==> config.mk <==
export PLATFORM = sky130hd
export DESIGN_NAME = countdown_timer
export DESIGN_NICKNAME = d
export VERILOG_FILES = /design/src/rtl/countdown_timer.sv
export SDC_FILE = /design/constraint.sdc
export NUM_CORES = 1
export LEC_CHECK = 0
export BUFFER_PORTS_ARGS = -buffer_cell sky130_fd_sc_hd__buf_2
export CAP_MARGIN = 10
export CORE_MARGIN = 3
export CORE_UTILIZATION = 46
export CTS_CLUSTER_DIAMETER = 150
export DETAILED_ROUTE_END_ITERATION = 12
export MAX_ROUTING_LAYER = met4
export PLACE_DENSITY = 0.76
export SYNTH_ARGS = -nofsm -noshare
export SYNTH_HDL_FRONTEND = slang
export SYNTH_SLANG_ARGS = --single-unit
==> constraint.sdc <==
create_clock -name clk -period 2.08 [get_ports clk]
set_input_delay 0.312 -clock clk [delete_from_list [all_inputs] [get_ports clk]]
set_output_delay 0.312 -clock clk [all_outputs]
set_load 0.03 [all_outputs]
==> src/rtl/countdown_timer.sv <==
module countdown_timer #(
  parameter int AW       = 8,
  parameter int DW       = 32,
  parameter int CNT_W    = 32,
  parameter logic [AW-1:0] CTRL_OFS = 8'h40,
  parameter logic [AW-1:0] VAL_OFS  = 8'h44
) (
  input  logic          clk,
  input  logic          rst_n,
  input  logic          tick,
  input  logic          wr_en,
  input  logic [AW-1:0] addr,
  input  logic [DW-1:0] wdata,
  output logic [DW-1:0] rdata,
  output logic          irq
);
  localparam int EN_B  = 0;
  localparam int IE_B  = 1;
  localparam int CLR_B = 4;

  logic             en_q, ie_q, pend_q, run_q;
  logic [CNT_W-1:0] cnt_q;

  wire ctrl_wr = wr_en && (addr == CTRL_OFS);
  wire load    = wr_en && (addr == VAL_OFS) && en_q;
  wire step    = tick && en_q && run_q && !load;
  wire expire  = step && (cnt_q == '0);
  wire clr     = ctrl_wr && wdata[EN_B] && wdata[CLR_B];

  always_ff @(posedge clk) begin
    if (!rst_n) begin
      en_q   <= 1'b0;
      ie_q   <= 1'b0;
      pend_q <= 1'b0;
      run_q  <= 1'b0;
      cnt_q  <= '0;
    end else begin
      if (ctrl_wr) begin
        en_q <= wdata[EN_B];
        ie_q <= wdata[IE_B];
      end
      if (load) begin
        cnt_q <= wdata[CNT_W-1:0];
        run_q <= 1'b1;
      end else if (expire) begin
        run_q <= 1'b0;
      end else if (step) begin
        cnt_q <= cnt_q - 1'b1;
      end
      if (expire && ie_q)
        pend_q <= 1'b1;
      else if (clr)
        pend_q <= 1'b0;
    end
  end

  always_comb begin
    rdata = '0;
    if (addr == CTRL_OFS) begin
      rdata[EN_B] = en_q;
      rdata[IE_B] = ie_q;
    end else if (addr == VAL_OFS) begin
      rdata[CNT_W-1:0] = cnt_q;
    end
  end

  assign irq = pend_q && ie_q;
endmodule

* After elaboration in Yosys (flattened, before gate mapping)
Cells that the tools add are included.
Cells by class: reduce and logical (&&, ||, !) cells 17, $add $sub $neg 1, eq/ne operators 3, multiplexer cells 10
Operator list (number):
- $mux 32 | 4
- $logic_not 32->1 | 1
- $sub 32x1->32 const B | 1
- $mux 30 | 1
- $eq 8x7->1 const B | 2
- $logic_and 1x1->1 | 11
- $reduce_bool 2->1 | 3
- $mux 1 | 4
- $mux 2 | 1
- $ne 2x2->1 const B | 1
- $reduce_and 2->1 | 1
- $logic_not 1->1 | 1
Word-level totals: bits in registers 36

* Logic depth before layout (Yosys ltp)
Gate-level depths: netlist of the first run.
depth after elaboration 8, mapped depth 9, depth with buffers taken out 8

* Worst setup path after synthesis of the first run
OpenSTA, ideal clock, no wires.
path type reg-to-reg, start register cnt_q[0], end register pend_q, clock period less this slack 2.193 ns, path slack -0.113 ns, data arrival time 2.121 ns, stages on the path, launching flop included 9, library setup time 0.072 ns, path buffers 1, cell sequence dfxtp_1 -> inv_1 -> ha_1 -> nor2b_1 -> nand3_1 -> or4_1 -> buf_2 -> or4b_1 -> a21oi_1
Between the ends: cells in the longest elaborated chain, start to end 4, elaborated cells on any way between the ends 5, those cells by class mux: 1; reduce/logical: 4
RTL lines:
- from (decl) | line 22 | logic [CNT_W-1:0] cnt_q;
- from (signal assigned) | line 43 | cnt_q <= wdata[CNT_W-1:0];
- from (signal assigned) | line 48 | cnt_q <= cnt_q - 1'b1;
- $logic_not 32->1 (*) | line 27 | wire expire = step && (cnt_q == '0);
- $logic_and 1x1->1 (*) | line 27
- $logic_and 1x1->1 (*) | line 50 | if (expire && ie_q)
- $mux 1 or $reduce_bool 2->1 (tied branches)
- to (signal assigned) | line 34 | pend_q <= 1'b0;
- to (signal assigned) | line 51 | pend_q <= 1'b1;
- to (signal assigned) | line 53 | pend_q <= 1'b0;
- to (decl) | line 21 | logic en_q, ie_q, pend_q, run_q;
Every way passes the cells marked *; elsewhere a longest branch is shown, timed or not. A chain may end at the register's enable or synchronous reset.

* Worst setup path after layout of the first run
start register cnt_q[3], end register pend_q
Same word-level chain as after synthesis.

==> results_dict.tcl, run 1 <==
set metrics [dict create \
    status "complete, but fails checks" \
    violations "setup timing" \
    hold_viol 0 \
    overflow 0 \
    drv_cap 0 \
    worstSkewPairLatency_ps 280 \
    nets 468 \
    startpoint_type "flip-flop" \
    diodes 0 \
    dpl_cell_area_mm2 0.00316 \
    synth.distinct_cells 45 \
    synth_top_flop_cell "dfxtp_1" \
    postLayoutCellArea_mm2 0.00343 \
    worstMarginPinSlew_ps 402 \
    p_leak_uw 0.00173 \
    ys_seq_elements 36 \
    fmax_mhz 461 \
    die_area_mm2 0.00596 \
    finalCritPeriodShare_pct 104 \
    endpoint_kind "flip-flop" \
    synthDominantCellAreaShare_pct 30.9 \
    wl_um 8010 \
    fin_ws_ps -89.1 \
    synth_cells 301 \
    fin_cells 491 \
    core-area_mm2 0.00482 \
    layout_commonest_cell "buf_2" \
    die_w_um 77.2 \
    vias 2805 \
    clock_sinks 36 \
    vias_per_cell 5.71 \
    ir_drop_mv 0.376 \
    netlist_area_mm2 0.00233 \
    clk_path_buf_depth 2 \
    p_sw_uw 291 \
    synthTopCellsByArea "dfxtp_1 31%, and3_1 9.1%, o21ai_0 7.3%" \
    num-fill-cells 417 \
    grt_max_degree 34 \
    hold_class "primary input to flip-flop" \
    crit_arrival_ps 2380 \
    wl_per_cell_um 16.3 \
    synth_top_family_by_area "simple AND/OR/NAND/NOR gates" \
    dr.first_iter.drc_count 240 \
    synth-xor-area-share_pct 7.89 \
    worst_path_max_delay_cell "or4b_4" \
    path_class "flip-flop to flip-flop" \
    power_frac_seq_pct 53.4 \
    cts_tree "done" \
    internal-power_uw 998 \
    multi_input_area_mm2 0.00164 \
    initial_core_util_pct 48.4 \
    cts_buffers 5 \
    power.total_uw 1290 \
    grt_pass1_vias 2643 \
    synth_edf_count 0 \
    cts.htree.levels 2 \
    required_ps 2290 \
    register_area_um2 727 \
    final_cell_mix "75 x buf_2, 55 x buf_4, 32 x and3_1" \
    synth_simple_gate_area_share_pct 35.6 \
    clkPwrFrac_pct 40.1 \
    routabilityCongestion 0.891 \
    syn_area_per_cell_um2 7.75 \
    power_density_mw_per_mm2 376 \
    pin_count 77 \
    final_util_pct 71.1 \
    cts-root-buf "clkbuf_8" \
    worstPathCellList "nor4_4 > nand3_1 > or4_4 > or4b_4 > a21oi_2" \
    dp_cells 476 \
    yosys.area_share.adder_pct 0.536 \
    yosys.area.top_type "dfxtp_1" \
    rsz0062_at_grt "yes" \
    final-setup-viol-count 6 \
    firstDrtPassIters 4 \
    route.detailed.drc 0 \
    netSwitchingFraction_pct 22.6 \
    antenna_found_initial 0 \
    min_period_ps 2170 \
    combPwrFrac_pct 6.5 \
    core.rowCount 25 \
    report.final.slew_viol_count 0 \
    fin_skew_ps 6.82 \
    hpwlAfterDp_um 5490 \
    maxSlewHeadroom_pct 73.0 \
    clk_pin_slew_ps 80 \
    async_reset_ff_share_pct 0 \
    yosysWarningCount 0 \
    synth_compound_area_share_pct 19.0 \
    area_growth_syn_to_layout_pct 46.9 \
    antenna_left 0 \
    finalSetupTns_ps -262 \
    syn_nets 346 \
    critPathMaxFanout 6 \
    grt.total_usage_pct 25.8 \
    slowest_delay_ps 540 \
    die_y_um 77.2 \
    grt_pass1_wl_um 12400 \
    synth_mux_area_share_pct 1.72 \
    port_buffers 76 \
    yosysSeqAreaShare_pct 30.9 \
    drive_gt1_share_pct 42.7 \
]
-- power groups by stage --
stage                     clock (uW)  sequential [uW]  combinational [uW]
after floorplan                    0              705                28.0
final                            517              689                83.6
after CTS                        519              689                79.3
after global routing             542              688                91.9
after detailed placement           0              705                78.5
after global placement             0              705                77.0
-- final timing paths --
| check | start | slack [ps] | endpoint | cells after the start |
|---|---|---|---|---|
| max | cnt_q[3] | -90 | pend_q | 5 |
| min | wdata[30] | 270 | cnt_q[30] | 3 |
| max reg2reg | cnt_q[3] | -90 | pend_q | 5 |
| min reg2reg | run_q | 490 | run_q | 2 |
-- final cells by class --
class,count,share of cell area [%]
clock buffer,8,2.63
inverter,5,0.548
multi-input combinational,239,47.8
sequential,36,21.2
tap,67,2.45
timing repair buffer,136,25.4
-- layer usage --
| metal | track usage (%) | wire length [um] | vias up |
|---|---|---|---|
| met3 | 4.11 | 689 | 14 |
| li1 | - | - | 1352 |
| met1 | 34.0 | 3410 | 1301 |
| met4 | 5.52 | 100 | 0 |
| met2 | 41.7 | 3820 | 138 |
| met5 | - | 0 | - |
-- registers in the layout (all words and copies together) (netlist names) --
| name | count |
|---|---|
| pend_q | 1 |
| run_q | 1 |
| cnt_q | 32 |
| ie_q | 1 |
| en_q | 1 |
-- through the flow --
| stage | hold slack (ps) | worst slack, ps |
|---|---|---|
| after CTS | 279 | -20.0 |
| final | 269 | -89.1 |
| after floorplan | 442 | -1.08 |
| after global routing | 282 | -130 |
| after detailed placement | 465 | -128 |
| after global placement | 466 | -50.8 |
-- cells by family (layout without fill, tap and decap cells) --
family | after synthesis | after routing
multiplexers | 4 | 4
adder cells (fa/ha/maj) | 1 | 1
AO/OA/AOI/OAI | 77 | 77
flip-flops | 36 | 36
XOR/XNOR | 21 | 21
buffers and inverters | 26 | 149
AND/OR/NAND/NOR | 136 | 136
-- repair_timing --
item | in CTS | in global routing
buffers inserted | 2 | 4
hold buffers | 0 | 0
hold endpoints to repair | 0 | 0
resized for setup | 7 | 25
setup endpoints to repair | 26 | 59
pin swaps | 3 | 8
gates cloned | 0 | 1
-- critical path: cells and delay by family (launching register included) --
kind,cells,cell delay [ps]
flops,1,360
simple gates,4,1610
compound gates,1,130
-- cells in the mapped netlist, drive strengths merged, types with 2 or more instances --
cell type and n:
inv 4, a31oi 5, o21ai 34, nor2 21, or4b 3, nand4 2, or4 8, nor3 14
xor2 4, nor4 11, o211ai 2, a21oi 25, or3 4, o31a 3, mux2i 4, dfxtp 36
and3 34, and2 4, xnor2 17, o31ai 2, nand3 15, nand2 15, buf 2, clkbuf 19
(Power assumes the default switching activity.)
==> run 2, diff against run 1 <==
Clock period 2.08 ns to 1.88 ns, I/O delays scaled along.
==> run 2 against run 1 <==
Effect of this change:
- the run still ends with setup timing left
- critical path type unchanged
- global-route usage is 6.3 points higher
- worst hold slack worse by 20 ps
- sequential share of layout area is 3.6 points lower
- count of clock-buffer cells in the layout is 3 lower
- power is 12% higher
- highest routed layer unchanged
- clock power is 13% higher
- setup slack worse by 480 ps
==> results_dict.tcl, run 2 (synthesis gave the netlist of run 1 again) <==
set metrics [dict create \
    critical_path.top_delay_family "simple AND/OR/NAND/NOR gates" \
    startpoint_type "flip-flop" \
    clock_sinks 36 \
    vias 3561 \
    internal-power_uw 1050 \
    port_buffers 76 \
    nets 498 \
    required_ps 2130 \
    drv_cap 0 \
    ir_drop_mv 0.343 \
    endpoint_kind "flip-flop" \
    finalCritPeriodShare_pct 130 \
    core-area_mm2 0.00482 \
    dp_cells 489 \
    power_density_mw_per_mm2 343 \
    overflow 0 \
    area_growth_syn_to_layout_pct 80.8 \
    worst_path_max_delay_cell "or4_4" \
    cts_buffers 5 \
    rsz0062_at_grt "yes" \
    regMostFlops "cnt_q" \
    dpl_cell_area_mm2 0.00329 \
    vias_per_cell 6.83 \
    dr.first_iter.drc_count 597 \
    power_frac_seq_pct 52.2 \
    postLayoutCellArea_mm2 0.00422 \
    maxSlewHeadroom_pct 68.1 \
    final_cell_mix "72 x buf_4, 50 x buf_6, 43 x buf_2" \
    hold_viol 0 \
    worstPathCellList "or4_4 > or4_4 > nor3_4 > buf_4 > buf_6 > a22oi_2 > a21oi_1 > o21a_1" \
    grt_pass1_wl_um 14800 \
    fin_ws_ps -570 \
    hold_class "primary input to flip-flop" \
    cts-root-buf "clkbuf_8" \
    wl_per_cell_um 25.0 \
    worstMarginPinSlew_ps 475 \
    die_area_mm2 0.00596 \
    fin_cells 521 \
    clkPwrFrac_pct 40.3 \
    critPathMaxFanout 5 \
    grt_pass1_vias 2984 \
    crit_arrival_ps 2700 \
    largest_register_ffs 32 \
    path_buf_inv 2 \
    clk_path_buf_depth 2 \
    layout_commonest_cell "buf_4" \
    pin_count 77 \
    die_y_um 77.2 \
    cts_tree "done" \
    violations "setup timing" \
    antenna_left 0 \
    cpMostUsedCell "or4_4" \
    die_w_um 77.2 \
    r2r_setup_slack_ps -570 \
    hpwlAfterDp_um 5740 \
    clk_pin_slew_ps 100 \
    route.detailed.drc 0 \
    initial_core_util_pct 48.4 \
    worstSkewPairLatency_ps 320 \
    firstDrtPassIters 9 \
    path_class "flip-flop to flip-flop" \
    diodes 0 \
    cts.htree.levels 2 \
    slowest_delay_ps 570 \
    routabilityCongestion 0.914 \
    fmax_mhz 408 \
    netSwitchingFraction_pct 27.1 \
    min_period_ps 2450 \
    core.rowCount 25 \
    dp_slack_ps -225 \
    grt.total_usage_pct 32.0 \
    status "complete, but fails checks" \
    antenna_found_initial 0 \
    wl_um 13000 \
    fin_skew_ps 22.5 \
    grt_max_degree 37 \
    combPwrFrac_pct 7.5 \
    final-setup-viol-count 64 \
    drive_gt1_share_pct 58.6 \
    p_sw_uw 392 \
    report.final.slew_viol_count 0 \
    p_leak_uw 0.00186 \
    num-fill-cells 239 \
]
[run 2: cell count changes in the layout (fill, tap and decap cells not counted), sizes merged]
cell    previous run  this run
buf              135       166
clkinv             1         4
clkbuf             9         5
[run 2: power groups by stage]
| stage | sequential, uW | clock (uW) | combinational (uW) |
|---|---|---|---|
| after global routing | 756 | 602 | 113 |
| after CTS | 756 | 548 | 90.8 |
| after global placement | 777 | 0 | 86.4 |
| after floorplan | 777 | 0 | 31.5 |
| after detailed placement | 777 | 0 | 88.5 |
| final | 756 | 583 | 108 |
[run 2: stage by stage]
step           utilization (%)  TNS (ps)  power (uW)  hold slack (ps)
6_report                  87.5    -16100        1450              249
5_1_grt                   87.5    -17670        1470              251
3_3_place_gp              68.3     -6420         863              463
2_1_floorplan                -     -3380         808              412
3_5_place_dp              68.3     -7500         865              471
4_1_cts                   77.9     -2640        1390              223
[run 2: final timing paths]
check / start / to / cells past startpoint
max reg2reg: cnt_q[2] / cnt_q[25] / 8
max: cnt_q[2] / cnt_q[25] / 8
min: wdata[30] / cnt_q[30] / 3
min reg2reg: pend_q / pend_q / 2
[run 2: layout make-up]
type / instances / area [um2] / share of cell area (%)
inverters: 5 / 18.8 / 0.445
flip-flops and latches: 36 / 742 / 17.6
clock buffers: 5 / 68.8 / 1.63
well taps: 67 / 83.8 / 1.99
multi-input cells: 239 / 1960 / 46.4
clock inverters: 3 / 13.8 / 0.326
repair buffers: 166 / 1330 / 31.6
[run 2: what timing repair did]
item                                    in CTS  in global routing
endpoints found under the setup margin      60                 65
cloned                                       1                  4
hold buffers                                 0                  0
pin swaps                                   30                 48
hold endpoints to repair                     0                  0
buffers inserted                            11                  8
gates resized for setup                     79                 95
[run 2: worst min-delay path, cell delays in order]
cell     delay, ps
buf_2          100
nand3_1         70
o21ai_1         70
[run 2: layer usage]
metal  up-vias  GRT usage, %  wire length (um)
met4         0          14.6              1330
met2       395          54.3              5690
met5         -             -                 0
met1      1599          36.4              4300
li1       1410             -                 -
met3       157          6.22              1690
==> run 3, diff against run 2 <==
Settings changed: CORE_UTILIZATION 46 to 47, CTS_BUF_LIST set to sky130_fd_sc_hd__clkbuf_8, PLACE_DENSITY 0.76 to 0.77.
==> run 3 against run 2 <==
Effect of this change:
- sequential power is essentially flat
- wire length grew 13%
- largest cell class unchanged
- final area grew 5.6%
- global-route usage grew 4.9 points
- the flow still finishes with violations (setup timing)
- count of clock-buffer cells in the layout is the same
- highest routed layer unchanged
- via count grew 5.0%
- final cell count grew 1.9%
- first-iteration DRC count grew 20%
- critical path depth is the same
- combinational power grew 14%
- critical path type unchanged
- non-clock buffer count grew 10
- power shrank 0.41%
- critical endpoint is now cnt_q[13]
==> results_dict.tcl, run 3 (synthesis gave the netlist of run 1 again) <==
set metrics [dict create \
    fmax_mhz 433 \
    fin_ws_ps -430 \
    path_class "flip-flop to flip-flop" \
    rsz0062_at_grt "yes" \
    power_frac_seq_pct 52.5 \
    min_period_ps 2310 \
    final_cell_mix "79 x buf_4, 50 x buf_6, 42 x buf_2" \
    worstPathCellList "or4_4 > buf_4 > nor4_4 > buf_4 > buf_4 > nand4_1 > xor2_1 > a21oi_1" \
    r2r_cells 8 \
    clkPwrFrac_pct 39.0 \
    clk_pin_slew_ps 80 \
    final-setup-viol-count 64 \
    startpoint_type "flip-flop" \
    overflow 0 \
    drv_cap 0 \
    die_y_um 76.4 \
    hpwlAfterDp_um 5600 \
    core-area_mm2 0.00475 \
    worst_path_max_delay_cell "or4_4" \
    fin_skew_ps 9.03 \
    whs_ps 256 \
    combPwrFrac_pct 8.6 \
    report.final.slew_viol_count 0 \
    endpoint_kind "flip-flop" \
    violations "setup timing" \
    hold-path-endpoint "cnt_q[30]" \
    hold_viol 0 \
    clock_sinks 36 \
    grt_max_degree 39 \
    maxSlewHeadroom_pct 71.1 \
    diodes 0 \
    core.rowCount 25 \
    cts.htree.levels 2 \
    critPathMaxFanout 3 \
    power.total_uw 1440 \
    p_sw_uw 386 \
    die_area_mm2 0.00584 \
    wl_um 14700 \
    routabilityCongestion 0.924 \
    nets 508 \
    firstDrtPassIters 5 \
    final_util_pct 93.7 \
    p_leak_uw 0.00197 \
    port_buffers 76 \
    worstSkewPairLatency_ps 310 \
    status "complete, but fails checks" \
    power_density_mw_per_mm2 324 \
    vias 3739 \
    netSwitchingFraction_pct 26.8 \
    finalCritPeriodShare_pct 123 \
    area_growth_syn_to_layout_pct 91.0 \
    holdBufCountCts 0 \
    dp_slack_ps -264 \
    route.detailed.drc 0 \
    cts-root-buf "clkbuf_8" \
    clk_path_buf_depth 2 \
    initial_core_util_pct 49.1 \
    cts_buffers 5 \
    antenna_found_initial 0 \
    regMostFlops "cnt_q" \
    layout_commonest_cell "buf_4" \
    crit_arrival_ps 2480 \
    slowest_delay_ps 520 \
    die_w_um 76.4 \
    dr.first_iter.drc_count 715 \
    worstMarginPinSlew_ps 433 \
    r2r_setup_slack_ps -430 \
    drive_gt1_share_pct 62.3 \
    grt_pass1_wl_um 16700 \
    rr_startpoint "cnt_q[3]" \
    required_ps 2050 \
    internal-power_uw 1060 \
    grt_pass1_vias 3213 \
    cpMostUsedCell "buf_4" \
    min_path_cells 3 \
    wl_per_cell_um 27.8 \
    hold_class "primary input to flip-flop" \
    vias_per_cell 7.04 \
    pin_count 77 \
    cts_tree "done" \
    grt.total_usage_pct 36.9 \
    ir_drop_mv 0.392 \
    largest_register_ffs 32 \
    hold_start "wdata[30]" \
    antenna_left 0 \
    timing.rr.end "cnt_q[13]" \
]
==> run 3: changes by cell type in the layout (fill, tap and decap cells not counted), sizes merged <==
| cell | before | now |
|---|---|---|
| clkinv | 4 | 2 |
| inv | 4 | 6 |
| buf | 166 | 176 |
==> run 3: layout make-up <==
class	count	area (um2)
Clock buffer	5	68.8
Clock inverter	3	11.3
Fill cell	164	300
Inverter	5	18.8
Multi-Input combinational cell	239	2080
Sequential cell	36	744
Tap cell	67	83.8
Timing Repair Buffer	176	1450
==> run 3: power by group through the flow <==
stage	logic [uW]	clock network (uW)	registers, uW
floorplan	31.5	0	777
global placement	87.7	0	777
detailed placement	89.5	0	777
CTS	99.1	537	756
global route	127	582	756
finish	123	562	756
==> run 3: what timing repair did <==
item                                   in CTS  in global routing
gates cloned                                4                  1
endpoints found under the hold margin       0                  0
setup endpoints to repair                  55                 59
pin swaps                                  45                 43
buffers inserted                           14                 13
resized for setup                         114                 90
==> run 3: worst max path at each step <==
stage	slack, ps	to	depth (start not counted)	from
CTS	-190	cnt_q[31]	6	cnt_q[2]
global placement	-210	cnt_q[2]	6	addr[1]
detailed placement	-260	cnt_q[31]	6	cnt_q[2]
global route	-500	cnt_q[25]	8	cnt_q[2]
floorplan	-190	cnt_q[28]	6	cnt_q[16]
finish	-430	cnt_q[13]	8	cnt_q[3]
==> run 3: layer usage <==
layer	track usage, %	wire length (um)	vias up
met2	60.4	6570	466
met5	-	0	-
met3	8.98	1870	157
met4	19.6	1540	0
li1	-	-	1431
met1	41.7	4750	1685
==> run 3: worst max-delay path, delay by kind of cell (launching register included) <==
kind,cells,cell delay (ps)
and+or+nand+nor,3,870
buffers and inverters,3,510
DFF,1,360
AOI/OAI and AO/OA,1,140
xor gates and xnor gates,1,310
==> run 3: per-stage QoR <==
| step | cells | area [um2] | TNS (ps) |
|---|---|---|---|
| 2_1_floorplan | 301 | 2430 | -3380 |
| 3_5_place_dp | 494 | 3340 | -10580 |
| 5_1_grt | 531 | 4450 | -14340 |
| 6_report | 531 | 4450 | -12710 |
| 4_1_cts | 519 | 3990 | -3170 |
| 3_3_place_gp | 494 | 3340 | -9060 |
